--- src/rtl/muldiv_pkg.sv ---
package muldiv_pkg;

    typedef enum logic [1:0] {
        S_IDLE  = 2'd0,
        S_CALC  = 2'd1,
        S_ALIGN = 2'd2
    } md_state_e;

    typedef struct packed {
        logic is_div;
        logic is_word;
    } md_op_t;

endpackage

--- src/rtl/muldiv_lat.sv ---
module muldiv_lat #(
    parameter int unsigned LAT_MUL_B    = 5,
    parameter int unsigned LAT_MUL_W    = 11,
    parameter int unsigned LAT_DIV_B    = 10,
    parameter int unsigned LAT_DIV_W    = 20,
    parameter int unsigned COMPAT_EXTRA = 1,
    parameter int          CW           = 5
) (
    input  logic          is_div,
    input  logic          is_word,
    input  logic          reg_form,
    input  logic          compat,
    output logic [CW-1:0] lat_m1
);
    int unsigned base;
    logic        slow;

    // Total state count minus one: the launch state is counted by the load.
    always_comb begin
        if (is_div) base = is_word ? LAT_DIV_W : LAT_DIV_B;
        else        base = is_word ? LAT_MUL_W : LAT_MUL_B;
        slow   = compat && (is_word || reg_form);
        lat_m1 = CW'(base + (slow ? COMPAT_EXTRA : 0) - 1);
    end
endmodule

--- src/rtl/muldiv_mul_step.sv ---
module muldiv_mul_step #(
    parameter int W = 16
) (
    input  logic [2*W-1:0] acc_i,
    input  logic [W-1:0]   mcand_i,
    input  logic [1:0]     dig_i,
    output logic [2*W-1:0] acc_o
);
    logic [2*W-1:0] m1;
    logic [2*W-1:0] part;

    // Radix-4 shift-add: the accumulator moves up two places, then the selected multiple is added.
    always_comb begin
        m1 = {{W{1'b0}}, mcand_i};
        unique case (dig_i)
            2'd0: part = '0;
            2'd1: part = m1;
            2'd2: part = m1 << 1;
            2'd3: part = m1 + (m1 << 1);
            default: part = '0;
        endcase
        acc_o = (acc_i << 2) + part;
    end
endmodule

--- src/rtl/muldiv_div_step.sv ---
module muldiv_div_step #(
    parameter int W = 16
) (
    input  logic [W-1:0] rem_i,
    input  logic [W-1:0] quo_i,
    input  logic [W-1:0] dvs_i,
    output logic [W-1:0] rem_o,
    output logic [W-1:0] quo_o
);
    logic [W:0] trial;
    logic       ge;

    // Restoring step: bring in the next dividend bit, subtract if it fits.
    always_comb begin
        trial = {rem_i, quo_i[W-1]};
        ge    = trial >= {1'b0, dvs_i};
        rem_o = ge ? W'(trial - {1'b0, dvs_i}) : trial[W-1:0];
        quo_o = {quo_i[W-2:0], ge};
    end
endmodule

--- src/rtl/muldiv_seq.sv ---
module muldiv_seq
    import muldiv_pkg::*;
#(
    parameter int          W            = 16,
    parameter int unsigned LAT_MUL_B    = 5,
    parameter int unsigned LAT_MUL_W    = 11,
    parameter int unsigned LAT_DIV_B    = 10,
    parameter int unsigned LAT_DIV_W    = 20,
    parameter int unsigned COMPAT_EXTRA = 1
) (
    input  logic         clk,
    input  logic         rst_n,
    input  logic         start_i,
    input  logic         op_div_i,
    input  logic         size_word_i,
    input  logic         form_reg_i,
    input  logic         compat_i,
    input  logic [W-1:0] opa_i,
    input  logic [W-1:0] opb_i,
    output logic         busy_o,
    output logic         done_o,
    output logic [W-1:0] res_a_o,
    output logic [W-1:0] res_b_o,
    output logic         ovf_o,
    output logic         cy_o
);
    localparam int HW      = W / 2;
    localparam int LAT_MAX = int'(LAT_DIV_W + COMPAT_EXTRA);
    localparam int CW      = $clog2(LAT_MAX + 1);
    localparam int SW      = $clog2(W + 1);
    localparam logic [SW-1:0] STEPS_MB = SW'(HW / 2);
    localparam logic [SW-1:0] STEPS_MW = SW'(W / 2);
    localparam logic [SW-1:0] STEPS_DB = SW'(HW);
    localparam logic [SW-1:0] STEPS_DW = SW'(W);

    md_state_e      state, nxt;
    md_op_t         op;
    logic [CW-1:0]  cnt;
    logic [CW-1:0]  lat_m1;
    logic [SW-1:0]  steps;
    logic [W-1:0]   mcand, mplier, quo, rem, dvs;
    logic [2*W-1:0] acc;
    logic [2*W-1:0] acc_nx;
    logic [W-1:0]   quo_nx, rem_nx;
    logic           accept;

    assign accept = (state == S_IDLE) && start_i;

    muldiv_lat #(
        .LAT_MUL_B(LAT_MUL_B), .LAT_MUL_W(LAT_MUL_W),
        .LAT_DIV_B(LAT_DIV_B), .LAT_DIV_W(LAT_DIV_W),
        .COMPAT_EXTRA(COMPAT_EXTRA), .CW(CW)
    ) u_lat (
        .is_div  (op_div_i),
        .is_word (size_word_i),
        .reg_form(form_reg_i),
        .compat  (compat_i),
        .lat_m1  (lat_m1)
    );

    muldiv_mul_step #(.W(W)) u_mul (
        .acc_i  (acc),
        .mcand_i(mcand),
        .dig_i  (mplier[W-1:W-2]),
        .acc_o  (acc_nx)
    );

    muldiv_div_step #(.W(W)) u_div (
        .rem_i(rem),
        .quo_i(quo),
        .dvs_i(dvs),
        .rem_o(rem_nx),
        .quo_o(quo_nx)
    );

    // Next-state logic
    always_comb begin
        nxt = state;
        unique case (state)
            S_IDLE:  if (start_i)            nxt = S_CALC;
            S_CALC:  if (steps == SW'(1))    nxt = S_ALIGN;
            S_ALIGN: if (cnt == '0)          nxt = S_IDLE;
            default:                         nxt = S_IDLE;
        endcase
    end

    // State register
    always_ff @(posedge clk or negedge rst_n) begin
        if (!rst_n) state <= S_IDLE;
        else        state <= nxt;
    end

    // Datapath and counters
    always_ff @(posedge clk or negedge rst_n) begin
        if (!rst_n) begin
            op     <= '0;
            cnt    <= '0;
            steps  <= '0;
            mcand  <= '0;
            mplier <= '0;
            acc    <= '0;
            quo    <= '0;
            rem    <= '0;
            dvs    <= '0;
        end else if (accept) begin
            op.is_div  <= op_div_i;
            op.is_word <= size_word_i;
            cnt        <= lat_m1;
            acc        <= '0;
            rem        <= '0;
            if (size_word_i) begin
                mcand  <= opa_i;
                mplier <= opb_i;
                quo    <= opa_i;
                dvs    <= opb_i;
                steps  <= op_div_i ? STEPS_DW : STEPS_MW;
            end else begin
                // Byte operands sit at the top so the shifting steps consume them first.
                mcand  <= {{HW{1'b0}}, opa_i[HW-1:0]};
                mplier <= {opb_i[HW-1:0], {HW{1'b0}}};
                quo    <= {opa_i[HW-1:0], {HW{1'b0}}};
                dvs    <= {{HW{1'b0}}, opb_i[HW-1:0]};
                steps  <= op_div_i ? STEPS_DB : STEPS_MB;
            end
        end else begin
            unique case (state)
                S_CALC: begin
                    steps <= steps - SW'(1);
                    cnt   <= cnt - CW'(1);
                    if (op.is_div) begin
                        quo <= quo_nx;
                        rem <= rem_nx;
                    end else begin
                        acc    <= acc_nx;
                        mplier <= mplier << 2;
                    end
                end
                S_ALIGN: if (cnt != '0) cnt <= cnt - CW'(1);
                default: ;
            endcase
        end
    end

    // Outputs
    always_comb begin
        busy_o = (state != S_IDLE);
        done_o = (state == S_ALIGN) && (cnt == '0);
        cy_o   = 1'b0;
        if (op.is_div) begin
            res_a_o = quo;
            res_b_o = rem;
            ovf_o   = (dvs == '0);
        end else if (op.is_word) begin
            res_a_o = acc[W-1:0];
            res_b_o = acc[2*W-1:W];
            ovf_o   = (acc[2*W-1:W] != '0);
        end else begin
            res_a_o = {{HW{1'b0}}, acc[HW-1:0]};
            res_b_o = {{HW{1'b0}}, acc[W-1:HW]};
            ovf_o   = (acc[W-1:HW] != '0);
        end
    end
endmodule

--- config.mk ---
export PLATFORM = sky130hd
export DESIGN_NAME = muldiv_seq
export DESIGN_NICKNAME = d
export VERILOG_FILES = /design/src/rtl/muldiv_pkg.sv /design/src/rtl/muldiv_lat.sv /design/src/rtl/muldiv_mul_step.sv /design/src/rtl/muldiv_div_step.sv /design/src/rtl/muldiv_seq.sv
export SDC_FILE = /design/constraint.sdc
export NUM_CORES = 1
export LEC_CHECK = 0
export ABC_AREA = 1
export BUFFER_PORTS_ARGS = -buffer_cell sky130_fd_sc_hd__buf_2
export CORE_MARGIN = 2
export CORE_UTILIZATION = 45
export DETAILED_ROUTE_END_ITERATION = 8
export GPL_ROUTABILITY_DRIVEN = 0
export PLACE_DENSITY = 0.73
export SETUP_SLACK_MARGIN = 0.02
export SYNTH_ARGS = -nofsm -noshare
export SYNTH_HDL_FRONTEND = slang
export SYNTH_SLANG_ARGS = --single-unit
--- constraint.sdc ---
create_clock -name clk -period 3.9 [get_ports clk]
set_input_delay 0.195 -clock clk [delete_from_list [all_inputs] [get_ports clk]]
set_output_delay 0.195 -clock clk [all_outputs]
set_load 0.05 [all_outputs]
# Word level (Yosys, flattened, before mapping)
# Cells that the tools add are included.
# totals
ff_bits,126
inputBits,39
wordCells,89
# op_classes
n_addsub,7
order_cmp,1
eq_ne,11
mux,40
reduce_logical,19
# ops
cell,count
$mux W16,18
$pmux W32 S4,1
$mux W32,3
$mux W5,8
$add A32 B32 Y32,1
$add A16 B17 Y18,1
$ge A17 B16 Y1,1
$logic_not A16 Y1,1
$reduce_bool A16 Y1,1
$sub A16 B16 Y16,1
$sub A5 B1 Y5 const B,3
$pmux W5 S2,1
$mux W4,2
$reduce_bool A8 Y1,1
$eq A2 B2 Y1 const B,3
$mux W2,3
$pmux W2 S3,1
$reduce_and A2 Y1,3
$reduce_bool A2 Y1,3
$add A5 B5 Y5,1
$eq A5 B1 Y1 const B,1
$logic_not A5 Y1,1
$reduce_bool A5 Y1,1
$eq A2 B1 Y1 const B,2
9 further kinds,16

# Logic depth before layout (Yosys ltp)
# Gate-level depths: netlist (run 1).
# depth
word_depth,6
mapped_depth,24

# By module
# A second synthesis (run 1) with hierarchy kept.
# unflattened
hier_cells,1727
hier_area_um2,10671.5
# by_module_without_submodules
mod,instances,cells_each,area_per_inst_um2,seq_area_each_um2
muldiv_seq,1,825,6204.7,3153.0
muldiv_mul_step,1,605,2931.6,0.0
muldiv_div_step,1,286,1461.4,0.0
muldiv_lat,1,11,73.8,0.0

# Least setup slack after synthesis (run 1)
# Ideal clock, no wire load.
# synth_path
kind,reg2reg
from,reg mcand[1]
to,reg acc[20]
setup_ps,126
arrival_ps,2808
slack_ps,966
path_stages_with_launch,22
path_buffers,0
synth_period_minus_slack_ps,2934
cell_sequence,dfrtp_1 ha_1 inv_1 fa_1 o21ai_0 nand2_1 nand2_1 nand2_1 nand2_1 nand2_1 nand3_1 nand3_1 ha_1 nand2_1 nor2_1 nand3_1 nand3_1 nand2_1 nand2_1 nand2_1 nand3_1 o21ai_0
# synth_between
elab_chain_cells,6
# synth_rtl
item,line_no,source
"start, declared",muldiv_seq.sv:41,"logic [W-1:0] mcand, mplier, quo, rem, dvs;"
"start signal, assigned",muldiv_seq.sv:112,mcand <= opa_i;
"start signal, assigned",muldiv_seq.sv:119,"mcand <= {{HW{1'b0}}, opa_i[HW-1:0]};"
$add A16 B17 Y18,muldiv_mul_step.sv:19,2'd3: part = m1 + (m1 << 1);
$pmux W32 S4 *,muldiv_mul_step.sv:15,unique case (dig_i)
$add A32 B32 Y32 *,muldiv_mul_step.sv:22,acc_o = (acc_i << 2) + part;
$mux W32 *,muldiv_seq.sv:130,if (op.is_div) begin
$mux W32 *,muldiv_seq.sv:126,unique case (state)
$mux W32 *,muldiv_seq.sv:105,end else if (accept) begin
"end signal, assigned",muldiv_seq.sv:134,acc <= acc_nx;
"end, declared",muldiv_seq.sv:42,logic [2*W-1:0] acc;
# Every way passes the cells marked *; elsewhere a longest branch is shown, timed or not. The select of a mux whose other input is x is not followed.
# A chain may end at the register's enable or synchronous reset.

# Final worst setup path (run 1)
# layout_path
from,reg mcand[1]
to,reg acc[26]
# The elaborated chain is that of the path after synthesis.

==> results of run 1 <==
## report_power, final
| part | switching (mW) | total (mW) | internal, mW |
|---|---|---|---|
| Sequential | 0.492 | 2.37 | 1.88 |
| Clock | 0.631 | 1.78 | 1.15 |
| Combinational | 5.07 | 7.27 | 2.20 |
| Total | 6.20 | 11.4 | 5.22 |
## stage by stage
step	util, %	cell area [µm²]	cells	hold WS, ns
after floorplan	-	9840	1491	-0.101
after global placement	48.2	10400	1811	0.388
after detailed placement	48.2	10400	1811	0.394
after CTS	51.3	11100	1844	0.0104
after global routing	51.3	11100	1844	0.0267
final	51.3	11100	1844	0.0148
## registers in the layout (all words and copies together), names as in the netlist, 5 cells and up
register  count
acc          32
cnt           5
dvs          16
mcand        16
mplier       16
quo          16
rem          16
steps         5
## critical path: stages, from the launching register on
cell and delay (ns):
dfrtp_1 0.41, ha_1 0.19, inv_1 0.05, fa_1 0.38, o21ai_1 0.29, nand2_1 0.08
nand2_1 0.13, nand3_1 0.11, nand2_1 0.10, nand2_1 0.05, nand3_1 0.06, nand2_1 0.09
ha_1 0.34, a21oi_1 0.25, o21ai_0 0.21, o21ai_0 0.30, nand3_1 0.11, nand3_1 0.10
nand2_1 0.05
## timing repair
action,in CTS,in global routing
gates resized for setup,0,1
endpoints found under the hold margin,101,0
setup endpoints to repair,0,4
hold buffers,1,0
## kinds of logic after synthesis
logic type | share of synthesized area, %
simple gates | 32.7
fa+ha+maj | 7.86
flops | 32.0
compound gates | 14.3
buf+inv | 11.7
other cells | 0.0381
xor+xnor | 1.34
## layer usage
layer	up-vias	part of all wire (%)	GRT usage, %
li1	4953	-	-
met1	4809	44	38.6
met2	444	45	42.6
met3	80	7.5	4.45
met4	0	3.3	9.84
met5	-	0	0
## layout make-up
| class | instances | share of cell area, % |
|---|---|---|
| Clock buffer | 18 | 3.96 |
| Clock inverter | 14 | 1.92 |
| Inverter | 252 | 8.53 |
| Multi-Input combinational cell | 1071 | 49.9 |
| Sequential cell | 126 | 28.4 |
| Tap cell | 280 | 3.16 |
| Timing Repair Buffer | 83 | 4.05 |
## cells in the final DEF (no fill, tap or decap), types with 13 or more instances in the layout
cell / count
o22ai_1: 36
nand4_1: 16
o21ai_0: 111
buf_2: 72
inv_2: 13
inv_1: 239
nand3_1: 133
o221ai_1: 24
clkbuf_16: 17
ha_1: 57
nand2_1: 464
nor2_1: 89
dfrtp_1: 126
a21oi_1: 47
## how the worst max path moves through the flow
stage | startpoint | end | slack [ns]
2_1_floorplan | mcand[1] | acc[20] | 0.97
3_3_place_gp | mcand[1] | acc[14] | 0.62
3_5_place_dp | mcand[1] | acc[14] | 0.46
4_1_cts | mcand[1] | acc[30] | 0.44
5_1_grt | mcand[1] | acc[30] | 0.16
6_report | mcand[1] | acc[26] | 0.48
==> results.cfg, run 1 <==
[yosys]
netlist_area_mm2 = 0.00984
synth_edf_count = 0
synth_top_cells_by_area = dfrtp_1, nand2_1, inv_1
yosysSeqAreaShare_pct = 32.0
netlist-cell-type-count = 45
avgSynthCellArea_um2 = 6.60
async_reset_ff_share_pct = 100
synth_common_cells = nand2_1, inv_1, nand3_1, dfrtp_1, o21ai_0
synth_top_area_cell = dfrtp_1
yosys_register_bits = 126
synth_warnings = 0
synth_most_common_cell = nand2_1
synth_nets = 1590
synth.top_cell.area_share_pct = 32.0
ys.flop_type = dfrtp_1
syn_inst = 1491

[placement]
dp_slack_ns = 0.464
hpwl_um = 23900
placement.io_buffers = 73

[sta]
slew_viol_final = 0
fmax_ghz = 0.293
fin_skew_ns = 0.00538
rsz0062_at_grt = false
max_slew_margin_pct = 33.4
tns_ns = 0
setup_ws_ns = 0.484
hold_viol_final = 0
timing.final.crit_share_pct = 87.6
min_period_ns = 3.42
setup_viol = 0
tightest_slew_ns = 0.999

[detailed_routing]
wirelength_um = 31300
wl_per_cell_um = 17.0
drtIter0Drc = 1088
antenna_left = 0
first_pass_iters = 5
drc = 0
via_count = 10286
viasPerCell = 5.58

[clocking]
cts_made_buffers = 17
clock-sinks = 126
tritoncts = done
cts_setup_buffers = 0
cts-root-buf = clkbuf_16
htree_levels = 4
cts.clk_slew.worst_paths_ns = 0.06
clk_latency_ns = 0.42
clk_path_buf_depth = 2

[layout]
area_growth_pct = 12.7
nFillCells = 2118
multi_input_area_mm2 = 0.00554
regArea_mm2 = 0.00315
diodes = 0
drive_above_1_share_pct = 9.91
nets = 1650

[floorplanning]
core_area_mm2 = 0.0216
ios = 75
initial_core_util_pct = 45.5
rows = 54
die_x_um = 152
die-area_mm2 = 0.0231
die_h_um = 152

[worst_hold_path]
min_from = opb_i[6]
hold_path_depth = 3
whs_endpoint = mplier[6]
hold_class = input port to register

[worst_setup_path]
path_class = register to register
cp.arrival_ns = 3.73
worst_r2r_endpoint = acc[26]
cp_max_fo = 5
cp-end-kind = register
r2r_setup_slack_ns = 0.48
start_kind = register
reg2reg_depth = 18
required_ns = 4.21
r2r-start = mcand[1]

[power]
power.density_mw_per_mm2 = 1030
power_leakage_nw = 5.89
report.power.total_mw = 11.4
ir_drop_mv = 0.382

[global_route]
grt_antenna_before_repair = 0
grt_max_degree = 103
overflow = 0
grt_usage_pct = 27.4
grt_pass1_vias = 9756
grt_pass1_wl_um = 50900

[job]
maxCapViolCount = 0

[run_status]
status = complete, no violations
Note: power is estimated with default switching activity, not from simulation.
==> run 2, diff against run 1 <==
--- a/config.mk
+++ b/config.mk
@@ -6,5 +6,4 @@
 export NUM_CORES = 1
 export LEC_CHECK = 0
-export ABC_AREA = 1
 export BUFFER_PORTS_ARGS = -buffer_cell sky130_fd_sc_hd__buf_2
 export CORE_MARGIN = 2
==> constraint.sdc (replaced) <==
create_clock -name clk -period 3.9 [get_ports clk]
set_input_delay 0.78 -clock clk [delete_from_list [all_inputs] [get_ports clk]]
set_output_delay 0.78 -clock clk [all_outputs]
set_load 0.05 [all_outputs]
==> run 2 against run 1 <==
Against the previous run:
- the flow now finishes with violations (setup timing)
- sequential share of layout area is 2.0 points higher
- worst hold slack gained 0.40 ns
- critical path depth did not move
- clock skew increased by 0.0084 ns
- core utilization rose by 2.5 points
- cell area is 6.5% lower
- synthesized cell count down 31%
- largest cell class unchanged
==> results.cfg, run 2 <==
[layout]
nets = 1217
final_cell_mix = nand2_1, dfrtp_1, buf_2
regMostFlops = acc
fin_cells = 1396
drive_above_1_share_pct = 18.1
area_growth_pct = 18.3
multi_input_area_mm2 = 0.00546
utilization_pct = 53.8
largest_reg_flops = 32
layout_commonest_cell = nand2_1
design_area_mm2 = 0.0104
nFillCells = 1810
diodes = 0
regArea_mm2 = 0.00315

[sta]
fin_skew_ns = 0.0138
min_period_ns = 3.90
setup_viol = 2
rsz0062_at_grt = true
hold_viol_final = 0
timing.final.crit_share_pct = 100
max_slew_margin_pct = 49.9
fmax_ghz = 0.256
slew_viol_final = 0
setup_ws_ns = -0.00390
tightest_slew_ns = 0.752
tns_ns = -0.00439

[detailed_routing]
drc = 0
via_count = 8147
drtIter0Drc = 647
wirelength_um = 24800
first_pass_iters = 5
viasPerCell = 5.84
top_layer_used = met4
antenna_left = 0
wl_met3_um = 1870
wl_per_cell_um = 17.8
wl_met2_um = 11000
met1Wirelength_um = 11400

[placement]
hpwl_um = 18000
place_inst = 1360
placement.io_buffers = 73
placed_area_mm2 = 0.00955

[clocking]
cts.clk_slew.worst_paths_ns = 0.06
clk_latency_ns = 0.44
cts-root-buf = clkbuf_16
clk_path_buf_depth = 2
htree_levels = 4
clock-sinks = 126
cts_made_buffers = 17
tritoncts = done

[yosys]
synth_edf_count = 0
netlist-cell-type-count = 70
netlist_area_mm2 = 0.00876
yosys_register_bits = 126
syn_inst = 1035
avgSynthCellArea_um2 = 8.47
synth_top_cells_by_area = dfrtp_1, nand2_1, ha_1
yosysSeqAreaShare_pct = 36.0
synth.top_cell.area_share_pct = 36.0
synth_common_cells = nand2_1, dfrtp_1, o21ai_1, ha_1, o21ai_0
synth_warnings = 0
synth_top_area_cell = dfrtp_1
async_reset_ff_share_pct = 100
ys.flop_type = dfrtp_1
synth_nets = 1134
synth_most_common_cell = nand2_1

[floorplanning]
ios = 75
die-area_mm2 = 0.0206
core_area_mm2 = 0.0193
rows = 51
initial_core_util_pct = 45.5
die_x_um = 144
die_h_um = 144

[worst_setup_path]
cp.arrival_ns = 4.27
worst_r2r_endpoint = acc[24]
required_ns = 4.27
r2r_setup_slack_ns = -0.004
reg2reg_depth = 18
cp_max_fo = 6
cp-end-kind = register
startpoint = mcand[1]
r2r-start = mcand[1]
path_class = register to register
start_kind = register

[global_route]
grt_max_degree = 74
overflow = 0
grt_antenna_before_repair = 0
grt_usage_pct = 24.6
grt_pass1_vias = 7574
grt_pass1_wl_um = 39700

[run_status]
status = finished with violations
violations = setup timing

[worst_hold_path]
hold_class = input port to asynchronous set/reset pin

[job]
maxCapViolCount = 0
run 2: changes by cell type after synthesis, sizes merged, moves of 21 or more:
cell	delta
and3	+26
nand3	-116
o221ai	-24
inv	-220
nand2	-260
xor2	+22
o22ai	-34
a22o	+28
a22oi	+21
nor2	-59
run 2: kinds of logic after synthesis:
logic type / count (synthesis) / share of synthesized area, %
DFF: 126 / 36.0
and+or+nand+nor: 376 / 19.7
buffers and inverters: 83 / 3.88
xor gates and xnor gates: 47 / 4.70
other: 1 / 0.0428
muxes: 31 / 3.71
AOI/OAI and AO/OA: 311 / 23.1
adders and majority gates: 60 / 8.82
run 2: critical path, cell delays in order, from the launching register on:
cell	delay (ns)
dfrtp_1	0.40
ha_2	0.19
inv_2	0.05
fa_2	0.22
nor2b_4	0.05
o31a_1	0.26
o211ai_1	0.25
a21oi_1	0.11
xor2_1	0.15
mux2_4	0.26
a22o_4	0.24
ha_4	0.28
nand3_4	0.09
nor4_4	0.32
nor2_4	0.07
a211oi_4	0.35
nor2_2	0.06
or4_1	0.40
nand3b_1	0.09
run 2: cell type report:
type / count / share of cell area, %
Multi-Input combinational cell: 826 / 52.7
Sequential cell: 126 / 30.4
Clock inverter: 12 / 1.30
Tap cell: 265 / 3.20
Inverter: 33 / 1.19
Clock buffer: 20 / 4.50
Timing Repair Buffer: 114 / 6.67
run 2: what timing repair did:
| item | CTS | global route |
|---|---|---|
| endpoints found under the setup margin | 14 | 19 |
| resized for setup | 14 | 23 |
| buffers inserted | 5 | 0 |
| hold buffers | 0 | 0 |
| pin swaps | 16 | 17 |
run 2: metal layers:
metal  track usage (%)  vias up
met5                 0        -
met4              7.64        0
met3              4.77       41
met2              36.9      333
met1              35.9     3875
li1                  -     3898
run 2: worst max path at each step:
stage | slack, ns | to
final | -0.004 | acc[24]
after global routing | -0.20 | acc[24]
after CTS | -0.08 | acc[24]
after detailed placement | -0.16 | acc[24]
after global placement | -0.01 | acc[24]
after floorplan | 0.08 | acc[24]
run 2: metrics by stage:
step	hold WS, ns	setup WS [ns]
finish	0.418	-0.00390
global route	0.493	-0.203
CTS	0.450	-0.0806
detailed placement	0.460	-0.162
global placement	0.450	-0.00962
floorplan	0.439	0.0792
Power of run 2 is not shown: default switching activity piles up to over one toggle a cycle in this logic, so the estimate is an artifact.
==> run 3, diff against run 2 <==
- CORE_ASPECT_RATIO: not set -> 1.4
==> run 3 against run 2 <==
Against the previous run:
- core utilization rose by 0.65 points
- the flow now finishes without violations
- cell area increased by 0.54%
- fmax up 0.16%
==> results.cfg, run 3 (synthesis gave the netlist of run 2 again) <==
[layout]
drive_above_1_share_pct = 18.4
largest_reg_flops = 32
area_growth_pct = 18.9
regMostFlops = acc
layout_commonest_cell = nand2_1
diodes = 0
final_cell_mix = nand2_1, dfrtp_1, buf_2
nets = 1230

[global_route]
grt_antenna_before_repair = 0
grt_pass1_vias = 8037
grt_max_degree = 55
grt_pass1_wl_um = 41300
overflow = 0
grt_usage_pct = 25.3

[clocking]
cts.clk_slew.worst_paths_ns = 0.06
tritoncts = done
clk_path_buf_depth = 2
htree_levels = 4
clock-sinks = 126
cts_made_buffers = 17
cts_hold_buf = 0
cts-root-buf = clkbuf_16
clk_latency_ns = 0.44

[floorplanning]
die-area_mm2 = 0.0206
die_x_um = 122
rows = 60
core_area_mm2 = 0.0191
die_h_um = 169
initial_core_util_pct = 45.8
ios = 75

[sta]
tns_ns = 0
fmax_ghz = 0.257
hold_viol_final = 0
slew_viol_final = 0
max_slew_margin_pct = 22.7
tightest_slew_ns = 1.16
fin_skew_ns = 0.0117
rsz0062_at_grt = true
min_period_ns = 3.90
setup_viol = 0
timing.final.crit_share_pct = 99.9

[worst_setup_path]
required_ns = 4.21
cp.arrival_ns = 4.21
start_kind = register
cp-end-kind = register
path_class = register to register
cp_max_fo = 6

[job]
maxCapViolCount = 0

[detailed_routing]
via_count = 8218
antenna_left = 0
drtIter0Drc = 623
first_pass_iters = 5
drc = 0
viasPerCell = 5.90
wirelength_um = 25500
wl_per_cell_um = 18.3

[worst_hold_path]
hold_class = input port to asynchronous set/reset pin

[placement]
hpwl_um = 18400
placement.io_buffers = 73

[run_status]
status = complete, no violations
-- run 3: critical path: stages (launching register included) --
cell and delay (ns):
dfrtp_1 0.40, buf_4 0.15, ha_1 0.34, a211oi_4 0.27, o21a_1 0.21, o21ai_1 0.11, o21ai_1 0.14, o21ai_1 0.10
xnor2_1 0.15, o21ai_1 0.08, ha_1 0.39, o21ai_0 0.24, nor2_2 0.08, o41ai_4 0.30, a211oi_4 0.11, buf_6 0.16
buf_4 0.13, o211ai_1 0.19, xor2_1 0.17, o21ai_1 0.08
-- run 3: worst paths after layout --
check                               start         to  slack, ns  cells after the start
worst min-delay path                rst_n     cnt[4]       0.36                      1
min in group clk                mplier[1]  mplier[3]       0.47                      2
worst max register to register   mcand[1]    acc[20]      0.002                     19
worst max-delay path             mcand[1]    acc[20]      0.002                     19
max in group asynchronous           rst_n   mcand[5]       2.72                      2
worst min register to register  mplier[1]  mplier[3]       0.47                      2
-- run 3: final cells by class --
cell class              count  area, µm²
clock buffers              20        457
repair buffers            127        790
inverters                  33        124
multi-input cells         826       5410
clock inverters            12        183
fillers                  1767       8720
well taps                 248        310
flip-flops and latches    126       3150
-- run 3: timing repair --
action,CTS,global route
buffers inserted,13,6
pin swaps,21,19
gates cloned,0,0
setup endpoints to repair,9,18
gates resized for setup,17,10
-- run 3: through the flow --
step           area [µm²]  util (%)  hold slack, ns  instances  setup WS (ns)
2_1_floorplan        8760         -           0.439       1035         0.0792
3_3_place_gp         9510      49.7           0.451       1341         0.0170
3_5_place_dp         9510      49.7           0.460       1341         -0.114
4_1_cts             10300      53.9           0.390       1386        -0.0474
5_1_grt             10400      54.4           0.422       1392         -0.247
6_report            10400      54.4           0.362       1392        0.00217
-- run 3: per-layer routing --
layer	global-route usage [%]	part of all wire (%)	wire length [µm]
met5	0	0	0
met4	12.2	4.2	1070
met3	3.73	4.7	1200
met2	42.5	50	12700
met1	31.8	41	10500
Power of run 3 is left out for the same reason.
